--- src/rtl/pd_match_pkg.sv ---
package pd_match_pkg;

    localparam int NUM_OFFERS  = 7;
    localparam int IDX_W       = 3;
    localparam int VOLT_W      = 10;
    localparam int CURR_W      = 10;
    localparam int MV_W        = 17;
    localparam int MV_PER_STEP = 50;

    localparam logic [VOLT_W-1:0] SAFE_VOLT = VOLT_W'(100);
    localparam logic [CURR_W-1:0] SAFE_CURR = CURR_W'(90);

    typedef enum logic [1:0] {
        SUP_FIXED = 2'b00,
        SUP_BATT  = 2'b01,
        SUP_VAR   = 2'b10,
        SUP_AUGM  = 2'b11
    } supply_kind_e;

    typedef struct packed {
        supply_kind_e      kind;
        logic [9:0]        upper;
        logic [VOLT_W-1:0] volt;
        logic [CURR_W-1:0] curr;
    } pdo_t;

    typedef enum logic {
        ST_IDLE = 1'b0,
        ST_SCAN = 1'b1
    } scan_state_e;

    function automatic logic offer_fits(input pdo_t o,
                                        input logic [VOLT_W-1:0] vmin,
                                        input logic [VOLT_W-1:0] vmax,
                                        input logic [CURR_W:0]   need);
        return (o.kind == SUP_FIXED) && (o.volt >= vmin) && (o.volt <= vmax)
               && ({1'b0, o.curr} >= need);
    endfunction

    function automatic logic [MV_W-1:0] steps_to_mv(input logic [VOLT_W-1:0] s);
        return MV_W'(s) * MV_W'(MV_PER_STEP);
    endfunction

endpackage

--- src/rtl/pdo_bank.sv ---
module pdo_bank
    import pd_match_pkg::*;
#(
    parameter int DEPTH = NUM_OFFERS,
    parameter int AW    = IDX_W
) (
    input  logic          clk,
    input  logic          rst,
    input  logic          wr_en,
    input  logic [AW-1:0] wr_idx,
    input  logic [31:0]   wr_data,
    input  logic [AW-1:0] rd_idx,
    output pdo_t          rd_pdo
);
    pdo_t slot_q [DEPTH];

    for (genvar g = 0; g < DEPTH; g++) begin : g_slot
        always_ff @(posedge clk) begin
            if (rst) begin
                slot_q[g] <= '0;
            end else if (wr_en && (32'(wr_idx) == g)) begin
                slot_q[g] <= pdo_t'(wr_data);
            end
        end
    end

    always_comb begin
        rd_pdo = '0;
        for (int i = 0; i < DEPTH; i++) begin
            if (32'(rd_idx) == i) rd_pdo = slot_q[i];
        end
    end
endmodule

--- src/rtl/pdo_scanner.sv ---
module pdo_scanner
    import pd_match_pkg::*;
#(
    parameter int AW = IDX_W
) (
    input  logic              clk,
    input  logic              rst,
    input  logic              start,
    input  logic [AW-1:0]     count,
    input  logic [VOLT_W-1:0] vmin,
    input  logic [VOLT_W-1:0] vmax,
    input  logic [CURR_W:0]   need,
    input  pdo_t              offer,
    output logic [AW-1:0]     rd_idx,
    output logic              busy,
    output logic              done,
    output logic [AW-1:0]     sel_pos,
    output logic [VOLT_W-1:0] req_volt,
    output logic [CURR_W:0]   req_curr,
    output logic              safe_5v
);
    scan_state_e     st_q;
    logic [AW:0]     idx_q;
    logic            hit;
    logic            last;

    assign rd_idx = idx_q[AW-1:0];
    assign hit    = !idx_q[AW] && offer_fits(offer, vmin, vmax, need);
    assign last   = idx_q[AW] || (idx_q == '0);
    assign busy   = (st_q == ST_SCAN);

    always_ff @(posedge clk) begin
        if (rst) begin
            st_q     <= ST_IDLE;
            idx_q    <= '0;
            done     <= 1'b0;
            sel_pos  <= '0;
            req_volt <= '0;
            req_curr <= '0;
            safe_5v  <= 1'b0;
        end else begin
            done <= 1'b0;
            unique case (st_q)
                ST_IDLE: begin
                    if (start) begin
                        st_q  <= ST_SCAN;
                        idx_q <= {1'b0, count} - (AW+1)'(1);
                    end
                end
                ST_SCAN: begin
                    if (hit) begin
                        st_q     <= ST_IDLE;
                        done     <= 1'b1;
                        sel_pos  <= idx_q[AW-1:0] + AW'(1);
                        req_volt <= offer.volt;
                        req_curr <= need;
                        safe_5v  <= 1'b0;
                    end else if (last) begin
                        st_q     <= ST_IDLE;
                        done     <= 1'b1;
                        sel_pos  <= AW'(1);
                        req_volt <= SAFE_VOLT;
                        req_curr <= (CURR_W+1)'(SAFE_CURR);
                        safe_5v  <= 1'b1;
                    end else begin
                        idx_q <= idx_q - (AW+1)'(1);
                    end
                end
                default: st_q <= ST_IDLE;
            endcase
        end
    end
endmodule

--- src/rtl/sink_cap_gen.sv ---
module sink_cap_gen
    import pd_match_pkg::*;
(
    input  logic [VOLT_W-1:0] vmin,
    input  logic [VOLT_W-1:0] vmax,
    input  logic [CURR_W:0]   need,
    output logic [31:0]       pdo_fixed,
    output logic [31:0]       pdo_var
);
    localparam logic [CURR_W-1:0] CURR_MAX = '1;

    logic [CURR_W-1:0] need_sat;

    assign need_sat = need[CURR_W] ? CURR_MAX : need[CURR_W-1:0];

    always_comb begin
        pdo_fixed        = '0;
        pdo_fixed[31:30] = SUP_FIXED;
        pdo_fixed[28]    = (vmin > SAFE_VOLT);
        pdo_fixed[19:10] = SAFE_VOLT;
        pdo_fixed[9:0]   = SAFE_CURR;

        pdo_var          = '0;
        pdo_var[31:30]   = SUP_VAR;
        pdo_var[29:20]   = vmax;
        pdo_var[19:10]   = vmin;
        pdo_var[9:0]     = need_sat;
    end
endmodule

--- src/rtl/vbus_window.sv ---
module vbus_window
    import pd_match_pkg::*;
(
    input  logic              clk,
    input  logic              rst,
    input  logic [VOLT_W-1:0] vmin,
    input  logic [VOLT_W-1:0] vmax,
    input  logic [15:0]       vbus_mv,
    output logic              fault
);
    logic [MV_W-1:0] lo_mv, hi_mv, min_mv, max_mv, meas;

    assign min_mv = steps_to_mv(vmin);
    assign max_mv = steps_to_mv(vmax);
    assign lo_mv  = min_mv - min_mv / MV_W'(5);
    assign hi_mv  = max_mv + max_mv / MV_W'(5);
    assign meas   = MV_W'(vbus_mv);

    always_ff @(posedge clk) begin
        if (rst) fault <= 1'b0;
        else     fault <= (meas < lo_mv) || (meas > hi_mv);
    end
endmodule

--- src/rtl/pd_sink_matcher.sv ---
module pd_sink_matcher
    import pd_match_pkg::*;
#(
    parameter int N_OFR = NUM_OFFERS,
    parameter int AW    = IDX_W
) (
    input  logic              clk,
    input  logic              rst,
    input  logic              ofr_wr_en,
    input  logic [AW-1:0]     ofr_wr_idx,
    input  logic [31:0]       ofr_wr_data,
    input  logic [AW-1:0]     ofr_count,
    input  logic [VOLT_W-1:0] cfg_vmin,
    input  logic [VOLT_W-1:0] cfg_vmax,
    input  logic [CURR_W-1:0] cfg_i_coarse,
    input  logic [CURR_W-1:0] cfg_i_fine,
    input  logic              start,
    input  logic [15:0]       vbus_mv,
    output logic              busy,
    output logic              done,
    output logic [AW-1:0]     sel_pos,
    output logic [VOLT_W-1:0] req_volt,
    output logic [CURR_W:0]   req_curr,
    output logic              safe_5v,
    output logic [31:0]       sink_pdo1,
    output logic [31:0]       sink_pdo2,
    output logic              vbus_fault
);
    logic [CURR_W:0] need;
    logic [AW-1:0]   rd_idx;
    pdo_t            cur_offer;

    assign need = {1'b0, cfg_i_coarse} + {1'b0, cfg_i_fine};

    pdo_bank #(.DEPTH(N_OFR), .AW(AW)) u_bank (
        .clk     (clk),
        .rst     (rst),
        .wr_en   (ofr_wr_en),
        .wr_idx  (ofr_wr_idx),
        .wr_data (ofr_wr_data),
        .rd_idx  (rd_idx),
        .rd_pdo  (cur_offer)
    );

    pdo_scanner #(.AW(AW)) u_scan (
        .clk      (clk),
        .rst      (rst),
        .start    (start),
        .count    (ofr_count),
        .vmin     (cfg_vmin),
        .vmax     (cfg_vmax),
        .need     (need),
        .offer    (cur_offer),
        .rd_idx   (rd_idx),
        .busy     (busy),
        .done     (done),
        .sel_pos  (sel_pos),
        .req_volt (req_volt),
        .req_curr (req_curr),
        .safe_5v  (safe_5v)
    );

    sink_cap_gen u_caps (
        .vmin      (cfg_vmin),
        .vmax      (cfg_vmax),
        .need      (need),
        .pdo_fixed (sink_pdo1),
        .pdo_var   (sink_pdo2)
    );

    vbus_window u_vwin (
        .clk     (clk),
        .rst     (rst),
        .vmin    (cfg_vmin),
        .vmax    (cfg_vmax),
        .vbus_mv (vbus_mv),
        .fault   (vbus_fault)
    );
endmodule

--- config.mk ---
export PLATFORM = sky130hd
export DESIGN_NAME = pd_sink_matcher
export DESIGN_NICKNAME = d
export VERILOG_FILES = /design/src/rtl/pd_match_pkg.sv /design/src/rtl/pdo_bank.sv /design/src/rtl/pdo_scanner.sv /design/src/rtl/sink_cap_gen.sv /design/src/rtl/vbus_window.sv /design/src/rtl/pd_sink_matcher.sv
export SDC_FILE = /design/constraint.sdc
export NUM_CORES = 1
export LEC_CHECK = 0
export BUFFER_PORTS_ARGS = -buffer_cell sky130_fd_sc_hd__buf_2
export CORE_MARGIN = 2
export CORE_UTILIZATION = 40
export DETAILED_ROUTE_END_ITERATION = 8
export MAX_ROUTING_LAYER = met4
export RECOVER_POWER = 100
export SLEW_MARGIN = 5
export SYNTH_ARGS = -nofsm -noshare
export SYNTH_HDL_FRONTEND = slang
export SYNTH_SLANG_ARGS = --single-unit
export TNS_END_PERCENT = 1
--- constraint.sdc ---
create_clock -name clk -period 22.2 [get_ports clk]
set_input_delay 4.44 -clock clk [delete_from_list [all_inputs] [get_ports clk]]
set_output_delay 4.44 -clock clk [all_outputs]
set_load 0.03 [all_outputs]
==> results of run 1 <==
==> what timing repair did <==
action	4_1_cts	5_1_grt
resized for setup	0	112
setup endpoints to repair	0	1
buffers inserted	0	11
==> critical path, delay by kind of cell <==
kind                       cells  cell delay [ns]
and+or+nand+nor               14             4.50
AOI/OAI and AO/OA             37             7.50
xor gates and xnor gates       3             0.60
buffers and inverters         13             2.19
muxes                          1             0.35
adders and majority gates      6             2.05
==> cell type report <==
type,instances,area share
antenna,4,0.000368
clock buffer,24,0.0185
clock inverter,8,0.00318
inverter,146,0.0206
multi-input combinational,2461,0.641
sequential,186,0.194
tap,765,0.0352
timing repair buffer,375,0.0877
==> registers in the layout, summed over array words and instances (netlist names) <==
name / cells
u_bank.slot_q: 154
u_scan.req_curr: 11
u_scan.req_volt: 10
u_scan.idx_q: 4
u_scan.sel_pos: 3
u_scan.busy: 1
u_scan.done: 1
u_scan.safe_5v: 1
u_vwin.fault: 1
==> cells in the mapped netlist, types with 11 or more instances <==
cell type / count / share of area
o21ai_1: 16 / 0.0034
a211oi_1: 61 / 0.019
a31o_2: 12 / 0.0045
nor3_1: 106 / 0.023
fa_1: 13 / 0.011
and3_1: 30 / 0.0080
nor2_1: 249 / 0.040
o211a_1: 11 / 0.0047
nand3b_1: 11 / 0.0035
dfxtp_1: 32 / 0.027
a311oi_1: 13 / 0.0048
a21oi_1: 221 / 0.047
o21ai_0: 132 / 0.028
mux2_2: 11 / 0.0053
o22ai_1: 26 / 0.0069
a31oi_1: 32 / 0.0085
nor2b_1: 53 / 0.014
inv_1: 134 / 0.021
or3_1: 31 / 0.0083
o21a_1: 23 / 0.0074
buf_4: 56 / 0.018
nand2_1: 185 / 0.030
xnor2_1: 105 / 0.039
nand2b_1: 49 / 0.013
o21bai_1: 15 / 0.0048
or2_2: 21 / 0.0056
o311ai_0: 12 / 0.0045
a221oi_1: 19 / 0.0071
clkbuf_1: 102 / 0.016
or4_1: 17 / 0.0054
buf_2: 16 / 0.0034
nor4_1: 30 / 0.0080
a22oi_1: 17 / 0.0054
o211ai_1: 36 / 0.012
edfxtp_1: 154 / 0.20
and2_1: 176 / 0.047
nand3_1: 77 / 0.016
ha_1: 192 / 0.10
o31ai_1: 25 / 0.0080
a211o_1: 17 / 0.0063
a222oi_1: 21 / 0.0090
a21o_1: 51 / 0.016
xor2_1: 32 / 0.012
mux2i_1: 27 / 0.012
nand4_1: 31 / 0.0083
==> per-layer routing <==
layer / up-vias / GRT usage / wire (um)
li1: 11484 / - / -
met1: 11403 / 0.338 / 35100
met2: 860 / 0.422 / 37300
met3: 122 / 0.0398 / 5490
met4: 0 / 0.0872 / 2260
met5: - / - / 0
==> stage by stage <==
stage               utilization  cell area, um^2  instances  TNS, ns
CTS                       0.461            26700       3954        0
global route              0.469            27200       3969   -0.118
global placement          0.450            26100       3922        0
detailed placement        0.450            26100       3922        0
finish                    0.469            27200       3969        0
floorplan                     -            23600       2974        0
==> cells by family (layout without fill, tap and decap cells) <==
| family | Yosys count | count (layout) |
|---|---|---|
| XOR/XNOR | 139 | 139 |
| AO/OA/AOI/OAI | 920 | 920 |
| multiplexers | 41 | 41 |
| buffers and inverters | 327 | 553 |
| flip-flops | 186 | 186 |
| AND/OR/NAND/NOR | 1122 | 1122 |
| other | 2 | 37 |
| adder cells (fa/ha/maj) | 206 | 206 |
==> worst max-delay path by stage <==
stage,startpoint,end,depth (start not counted)
after global routing,cfg_vmin[4],u_vwin.fault$_SDFF_PP0_,78
after floorplan,cfg_vmax[2],u_vwin.fault$_SDFF_PP0_,81
after detailed placement,cfg_vmin[2],u_vwin.fault$_SDFF_PP0_,67
after global placement,cfg_vmin[2],u_vwin.fault$_SDFF_PP0_,69
after CTS,cfg_vmin[2],u_vwin.fault$_SDFF_PP0_,67
final,cfg_vmin[1],u_vwin.fault$_SDFF_PP0_,74
==> metrics.yaml, run 1 <==
worstSetupStartpointType: "input pin"
area_share_of_and_or_nand_nor_cells_after_synthesis: 0.250
synth_mux_area_frac: 0.0186
numClockSinks: 186
worstReg2RegStart: "u_scan.idx_q[2]$_SDFFE_PP0P_"
groute.usage.overall: 0.263
total_of_max_cap_violations: 5
detail_route.drc_violations: 0
hold_path_class: "flop to flop"
grt_pass1_vias: 23011
fp.dieArea_um2: 60700
clock_latency_ns: 0.44
maxClockFrequency_mhz: 47.1
number_of_library_cell_types_mapped_by_synthesis: 121
crit_path_end_kind: "flop"
setup-violations-final: 0
avgSynthCellArea_um2: 7.98
boundaryPins: 190
failing_checks: "max-capacitance violations, max-slew violations"
fp.dieW_um: 246
crit_path_frequent_cell: "a21oi_1"
synth-async-reset-ratio: 0
timing.critical_path.required_ns: 22.56
viasPerCell: 6.01
worstPathArrival_ns: 21.59
post_synth_inst_count: 2943
yosys.area_share.adder: 0.114
synthesis_to_finish_area_growth_pct: 15.7
mostFrequentLayoutCell: "nor2_1"
most_used_cells_in_the_layout_excluding_fill_and_tap_cells: "nor2_1, a21oi_1, buf_4, ha_1, nand2_1"
cts.hold.buffers_added: 0
antenna_violating_nets_post_route: 0
antenna_found_initial: 5
ctsHtreeMaxLevel: 4
core_area_um2: 57900
dp_worst_setup_slack_ns: 0.0533
max_slew.worst_pin.slew_ns: 3.39
final.min_clock_period_ns: 21.23
routed_wire_length_per_instance_um: 20.2
port_buffers: 146
dr.pass1.iters: 8
die_height_um: 246
finalClockSkew_ns: 0.00979
reg2regPathDepth: 29
clockBufferDepth: 2
first_iter_violations: 2224
regArea_um2: 5270
fillers: 5727
finalHoldViolCount: 0
worst-setup-path-type: "input pin to flop"
drt-total-wl_um: 80100
yosysSeqAreaShare: 0.224
grt_overflow_total: 0
syn_area_um2: 23500
worst_hold_path.num_cells: 2
worstHoldStart: "u_scan.safe_5v$_SDFFE_PP0P_"
total_number_of_placement_rows: 88
dr_total_vias: 23869
grt_max_degree: 44
synth_xor_xnor_area_share: 0.0532
area_of_the_multi_input_gates_um2: 17400
slew_headroom: -1.28
worst_setup_hold_path_clk_slew_ns: 0.07
crit-reg2reg-capture: "u_scan.idx_q[2]$_SDFFE_PP0P_"
dp.final_hpwl_um: 61800
clockRootBuffer: "clkbuf_16"
synth_compound_gate_area_share: 0.277
setup.reg_to_reg.worst_slack_ns: 14.92
critPathMaxStageDelay_ns: 0.52
minimum_hold_slack_ns: 0.473
setup_ws_ns: 0.973
ys.flop_type: "edfxtp_1"
tritoncts: "built"
floorplan.initialDensity: 0.406
grt_first_pass_wirelength_um: 125000
design.final.nets: 3490
cpMaxStageDelayCell: "or4_1"
status: "finished with violations"
place.gp.congestion: 0.967
yosysWarningCount: 0
largest_family_of_logic_cells_by_synthesized_area: "compound AO/OA/AOI/OAI gates"
cp_max_fo: 10
synth-edff-count: 154
post-route-period-util: 0.956
hold_end: "u_scan.safe_5v$_SDFFE_PP0P_"
ys_seq_elements: 186
share_of_post_route_cells_with_drive_strength_above_1: 0.163
final-max-slew-violation-count: 105
cts_buffers: 17
Power of run 1 is not shown: default switching activity piles up to over one toggle a cycle in this logic, so the estimate is an artifact.
==> run 2: changes to the inputs <==
--- a/config.mk
+++ b/config.mk
@@ -5,12 +5,14 @@
 export SDC_FILE = /design/constraint.sdc
 export NUM_CORES = 1
 export LEC_CHECK = 0
+export ABC_AREA = 1
 export BUFFER_PORTS_ARGS = -buffer_cell sky130_fd_sc_hd__buf_2
 export CORE_MARGIN = 2
 export CORE_UTILIZATION = 40
 export DETAILED_ROUTE_END_ITERATION = 8
+export GPL_ROUTABILITY_DRIVEN = 0
 export MAX_ROUTING_LAYER = met4
-export RECOVER_POWER = 100
+export RECOVER_POWER = 25
 export SLEW_MARGIN = 5
 export SYNTH_ARGS = -nofsm -noshare
 export SYNTH_HDL_FRONTEND = slang
==> run 2 against run 1 <==
The run still ends with max-capacitance violations, max-slew violations left. Synthesized cell count up 9.8%. Final cell count up 3.1%. Clock skew about the same. Global-route usage down 4.5 points. First-iteration DRC count down 38%. Die area down 4.5%. Highest routed layer unchanged. Via count down 14%. Hold slack worse by 0.026 ns.
==> metrics.yaml, run 2 <==
clock_latency_ns: 0.44  # about the same
worstSetupStartpointType: "input pin"
viasPerCell: 5.03  # -16%
post-synth-top-area-fraction: 0.206  # +0.00936
most_used_cells_in_the_layout_excluding_fill_and_tap_cells: "nand2_1, inv_1, nor2_1, nand3_1, ha_1"
syn_area_um2: 22400  # -4.5%
crit_path_frequent_cell: "nand2_1"
post-cts-setup-buffer-count: 0  # unchanged
ys_seq_elements: 186  # unchanged
hold_path_class: "flop to flop"
total_of_max_cap_violations: 1  # -4
post-route-period-util: 0.931  # -0.0256
final.min_clock_period_ns: 20.66  # -0.568 ns
top_register: "u_bank.slot_q"
grt_setup_unrepaired: "false"
ys.flop_type: "edfxtp_1"
antenna_violating_nets_post_route: 0  # unchanged
grt_first_pass_wirelength_um: 98700  # -21%
routed_wire_length_per_instance_um: 15.1  # -25%
synth-edff-count: 154  # unchanged
tritoncts: "built"
total_number_of_placement_rows: 86  # -2.3%
cp_max_fo: 15  # +5
synthTopCellsByArea: "edfxtp_1, nand2_1, ha_1"
post_synth_inst_count: 3230  # +9.8%
floorplan.initialDensity: 0.405  # about the same
first_iter_violations: 1389  # -38%
synthTopCellsByCount: "nand2_1, inv_1, nor2_1"
status: "finished with violations"
boundaryPins: 190  # unchanged
dr_total_vias: 20590  # -14%
grt_overflow_total: 0  # unchanged
top_regs: "u_bank.slot_q: 154 flops, u_scan.req_curr: 11 flops, u_scan.req_volt: 10 flops"
finalHoldViolCount: 0  # unchanged
finalClockSkew_ns: 0.00996  # +0.000166 ns
worstHoldStart: "u_scan.req_curr[10]$_SDFFE_PP0P_"
failing_checks: "max-capacitance violations, max-slew violations"
synthDominantAreaCellType: "edfxtp_1"
max_slew.worst_pin.slew_ns: 1.60  # -1.80 ns
grt_pass1_vias: 18940  # -18%
synth-async-reset-ratio: 0  # unchanged
slew_headroom: -0.0635  # +1.21
share_of_post_route_cells_with_drive_strength_above_1: 0.164  # +0.00166
worst-setup-path-type: "input pin to flop"
grt_max_degree: 43  # -2.3%
clockBufferDepth: 2  # unchanged
worst_setup_hold_path_clk_slew_ns: 0.07  # about the same
timing.critical_path.required_ns: 22.49  # -0.07 ns
dp.final_hpwl_um: 48600  # -21%
setup-violations-final: 0  # unchanged
clockRootBuffer: "clkbuf_16"
cpMaxStageDelayCell: "fa_1"
mostFrequentLayoutCell: "nand2_1"
finish.instance_area_um2: 24200  # -11%
design.final.nets: 3634  # +4.1%
critPathMaxStageDelay_ns: 0.49  # -0.03 ns
synthesis_to_finish_area_growth_pct: 7.94
ctsHtreeMaxLevel: 4  # unchanged
largest_register_ff_count: 154  # unchanged
core_area_um2: 55300  # -4.5%
final-max-slew-violation-count: 23  # -78%
number_of_library_cell_types_mapped_by_synthesis: 70  # -42%
drt-total-wl_um: 61700  # -23%
avgSynthCellArea_um2: 6.94  # -13%
fp.dieArea_um2: 58000  # -4.5%
yosysSeqAreaShare: 0.235  # +0.0107
setup_total_negative_slack_ns: 0  # unchanged
worstPathArrival_ns: 20.95  # -0.64 ns
yosys.cell_count.top_type: "nand2_1"
worstReg2RegStart: "u_scan.idx_q[2]$_SDFFE_PP0P_"
numClockSinks: 186  # unchanged
dpl-instance-area_um2: 23600  # -9.4%
maxClockFrequency_mhz: 48.4  # +2.8%
yosysWarningCount: 0  # unchanged
dr.pass1.iters: 5  # -3
groute.usage.overall: 0.218  # -0.0451
crit_path_end_kind: "flop"
worst_setup_path_startpoint: "cfg_vmin[1]"
die_height_um: 241  # -2.3%
antenna_found_initial: 0  # -5
cts_buffers: 17  # unchanged
detail_route.drc_violations: 0  # unchanged
fp.dieW_um: 241  # -2.3%
port_buffers: 146  # unchanged
## run 2: cell types whose count changed after synthesis, sizes merged, moves of 104 or more
cell / change
a21oi: -104
and2: -178
nand2: +767
inv: +273
nand3: +239
nor2: +169
## run 2: final timing paths
check	end	slack, ns	depth (start not counted)
worst min register to register	u_scan.req_curr[10]$_SDFFE_PP0P_	0.45	2
worst max-delay path	u_vwin.fault$_SDFF_PP0_	1.54	104
worst min-delay path	u_scan.req_curr[10]$_SDFFE_PP0P_	0.45	2
worst max register to register	u_scan.idx_q[1]$_SDFFE_PP0P_	14.41	29
## run 2: critical path, delay by kind of cell
kind,cells,cell delay (ns)
xor+xnor,1,0.15
buf+inv,8,1.12
fa+ha+maj,8,2.81
compound gates,10,1.81
simple gates,77,10.56
## run 2: final cells by class
class / count / area, um^2
flip-flops and latches: 186 / 5270
clock inverters: 13 / 126
repair buffers: 171 / 880
fillers: 5818 / 31100
well taps: 748 / 936
clock buffers: 19 / 453
diodes: 1 / 2.50
inverters: 429 / 1620
multi-input cells: 2526 / 14900
## run 2: through the flow
stage	instances	utilization	hold slack (ns)	setup slack, ns
floorplan	3261	-	0.455	4.57
global placement	4060	0.427	0.436	0.971
detailed placement	4060	0.427	0.435	0.835
CTS	4092	0.438	0.444	1.25
global route	4092	0.437	0.461	0.0174
finish	4093	0.438	0.447	1.54
## run 2: cells by family (layout without fill, tap and decap cells)
| family | after synthesis | after routing | synth area share |
|---|---|---|---|
| other | 2 | 34 | 0.000335 |
| adder cells (fa/ha/maj) | 205 | 205 | 0.119 |
| XOR/XNOR | 103 | 103 | 0.0412 |
| AND/OR/NAND/NOR | 1849 | 1849 | 0.404 |
| buffers and inverters | 549 | 632 | 0.106 |
| AO/OA/AOI/OAI | 336 | 336 | 0.0942 |
| flip-flops | 186 | 186 | 0.235 |
## run 2: timing repair
item                       CTS  global route
setup endpoints to repair    0             1
hold buffers                 0             0
gates resized for setup      0             6
## run 2: metal layers
layer,part of all wire,global-route usage,vias up
li1,-,-,10769
met1,0.48,0.299,9387
met2,0.46,0.358,388
met3,0.042,0.0135,46
met4,0.013,0.0380,0
met5,0,-,-
Power of run 2 is left out for the same reason.
==> run 3: changes to the inputs <==
==> constraint.sdc (replaced) <==
create_clock -name clk -period 17.8 [get_ports clk]
set_input_delay 3.56 -clock clk [delete_from_list [all_inputs] [get_ports clk]]
set_output_delay 3.56 -clock clk [all_outputs]
set_load 0.03 [all_outputs]
==> run 3 against run 2 <==
The run now ends clean. Sequential cell count stayed put. First-iteration DRC count down 2.6%. Count of clock-buffer cells in the layout rose by 2. Routed wire length increased by 5.1%. Clock skew up 0.0045 ns. Via count rose by 8.0%. Global-route usage rose by 1.1 points. Register-to-register slack worse by 4.7 ns.
==> metrics.yaml, run 3 (synthesis gave the netlist of run 2 again) <==
cp_max_fo: 10  # -5
most_used_cells_in_the_layout_excluding_fill_and_tap_cells: "nand2_1, buf_4, inv_1, nor2_1, nand3_1"
design.final.nets: 4047  # +11%
hold_path_class: "flop to flop"
viasPerCell: 4.93  # -1.9%
setup.reg_to_reg.worst_slack_ns: 9.69  # -4.72 ns
antenna_violating_nets_post_route: 0  # unchanged
maxClockFrequency_mhz: 58.0
grt_setup_unrepaired: "true"
grt_overflow_total: 0  # unchanged
critPathMaxStageDelay_ns: 0.43  # -0.06 ns
clockRootBuffer: "clkbuf_16"
slew_headroom: 0.156  # +0.220
detail_route.drc_violations: 0  # unchanged
finish.instance_area_um2: 27700  # +14%
total_of_max_cap_violations: 0  # -1
clockBufferDepth: 2  # unchanged
cts_buffers: 17  # unchanged
reg2regPathDepth: 27  # -6.9%
crit_path_frequent_cell: "nand2_1"
port_buffers: 146  # unchanged
synthesis_to_finish_area_growth_pct: 23.6
finalClockSkew_ns: 0.0145  # +0.00453 ns
max_slew.worst_pin.slew_ns: 1.26  # -0.333 ns
tritoncts: "built"
cpMaxStageDelayCell: "fa_1"
worst-setup-path-type: "input pin to flop"
grt_pass1_vias: 20698  # +9.3%
grt_first_pass_wirelength_um: 103000  # +4.7%
final-max-slew-violation-count: 0  # -100%
worst_setup_hold_path_clk_slew_ns: 0.06  # about the same
worstReg2RegStart: "u_scan.idx_q[2]$_SDFFE_PP0P_"
largest_register_ff_count: 154  # unchanged
top_regs: "u_bank.slot_q: 154 flops, u_scan.req_curr: 11 flops, u_scan.req_volt: 10 flops"
post-route-period-util: 0.968
first_iter_violations: 1353  # -2.6%
routed_wire_length_per_instance_um: 14.4  # -4.5%
minimum_hold_slack_ns: 0.455  # +0.00812 ns
setup_total_negative_slack_ns: 0  # unchanged
dr.pass1.iters: 6  # +1
crit_end: "u_vwin.fault$_SDFF_PP0_"
worstPathArrival_ns: 17.59  # -3.36 ns
final.min_clock_period_ns: 17.23
floorplan.initialDensity: 0.405  # unchanged
worst_setup_path_startpoint: "cfg_vmin[1]"
top_register: "u_bank.slot_q"
status: "completed"
crit_path_end_kind: "flop"
total_number_of_placement_rows: 86  # unchanged
clock_latency_ns: 0.44  # about the same
setup-violations-final: 0  # unchanged
ctsHtreeMaxLevel: 4  # unchanged
numClockSinks: 186  # unchanged
boundaryPins: 190  # unchanged
dr_total_vias: 22235  # +8.0%
drt-total-wl_um: 64900  # +5.1%
dp.final_hpwl_um: 51400  # +5.7%
crit-reg2reg-capture: "u_scan.idx_q[1]$_SDFFE_PP0P_"
antenna_found_initial: 1  # +1
core_area_um2: 55300  # unchanged
mostFrequentLayoutCell: "nand2_1"
dpl-instance-area_um2: 26500  # +12%
share_of_post_route_cells_with_drive_strength_above_1: 0.269  # +0.105
finalHoldViolCount: 0  # unchanged
fp.dieArea_um2: 58000  # unchanged
die_height_um: 241  # unchanged
worstSetupStartpointType: "input pin"
grt_max_degree: 40  # -7.0%
groute.usage.overall: 0.228  # +0.0106
fp.dieW_um: 241  # unchanged
timing.critical_path.required_ns: 18.16  # -4.33 ns
[run 3: per-layer routing]
layer / vias to the layer above / GRT usage / part of all wire
met4: 0 / 0.0468 / 0.016
met5: - / - / 0
met2: 433 / 0.378 / 0.47
met3: 68 / 0.0236 / 0.044
li1: 11590 / - / -
met1: 10144 / 0.303 / 0.47
[run 3: layout make-up]
cell class	instances	area, um^2
Antenna cell	1	2.50
Clock buffer	21	440
Clock inverter	11	80.1
Fill cell	5781	27600
Inverter	429	1620
Multi-Input combinational cell	2530	15400
Sequential cell	186	5270
Tap cell	748	936
Timing Repair Buffer	580	4000
[run 3: worst min-delay path by stage]
| stage | to | slack, ns | startpoint | depth (start not counted) |
|---|---|---|---|---|
| after floorplan | u_scan.idx_q[3]$_SDFFE_PP0P_ | 0.46 | u_scan.idx_q[3]$_SDFFE_PP0P_ | 2 |
| after global placement | u_scan.req_curr[10]$_SDFFE_PP0P_ | 0.43 | u_scan.req_curr[10]$_SDFFE_PP0P_ | 2 |
| after detailed placement | u_scan.req_curr[10]$_SDFFE_PP0P_ | 0.44 | u_scan.req_curr[10]$_SDFFE_PP0P_ | 2 |
| after CTS | u_scan.req_curr[10]$_SDFFE_PP0P_ | 0.45 | u_scan.req_curr[10]$_SDFFE_PP0P_ | 2 |
| after global routing | u_scan.req_curr[5]$_SDFFE_PP0P_ | 0.48 | u_scan.req_curr[5]$_SDFFE_PP0P_ | 2 |
| final | u_scan.req_curr[10]$_SDFFE_PP0P_ | 0.46 | u_scan.req_curr[10]$_SDFFE_PP0P_ | 2 |
[run 3: timing repair]
action / in CTS / in global routing
hold buffers: 0 / 0
setup endpoints to repair: 0 / 1
gates resized for setup: 0 / 107
setup buffers: 0 / 30
[run 3: stage by stage]
stage | instances | util | setup WS (ns)
2_1_floorplan | 3261 | - | 1.05
3_3_place_gp | 4438 | 0.479 | -0.249
3_5_place_dp | 4438 | 0.479 | -0.352
4_1_cts | 4470 | 0.489 | 0.0532
5_1_grt | 4506 | 0.501 | -0.698
6_report | 4506 | 0.501 | 0.570
[run 3: worst max-delay path: cells and delay by family]
family | cells | cell delay [ns]
AOI/OAI and AO/OA | 13 | 1.68
xor gates and xnor gates | 1 | 0.17
adders and majority gates | 8 | 2.33
buffers and inverters | 11 | 1.47
and+or+nand+nor | 77 | 8.34
Power of run 3 is left out for the same reason.
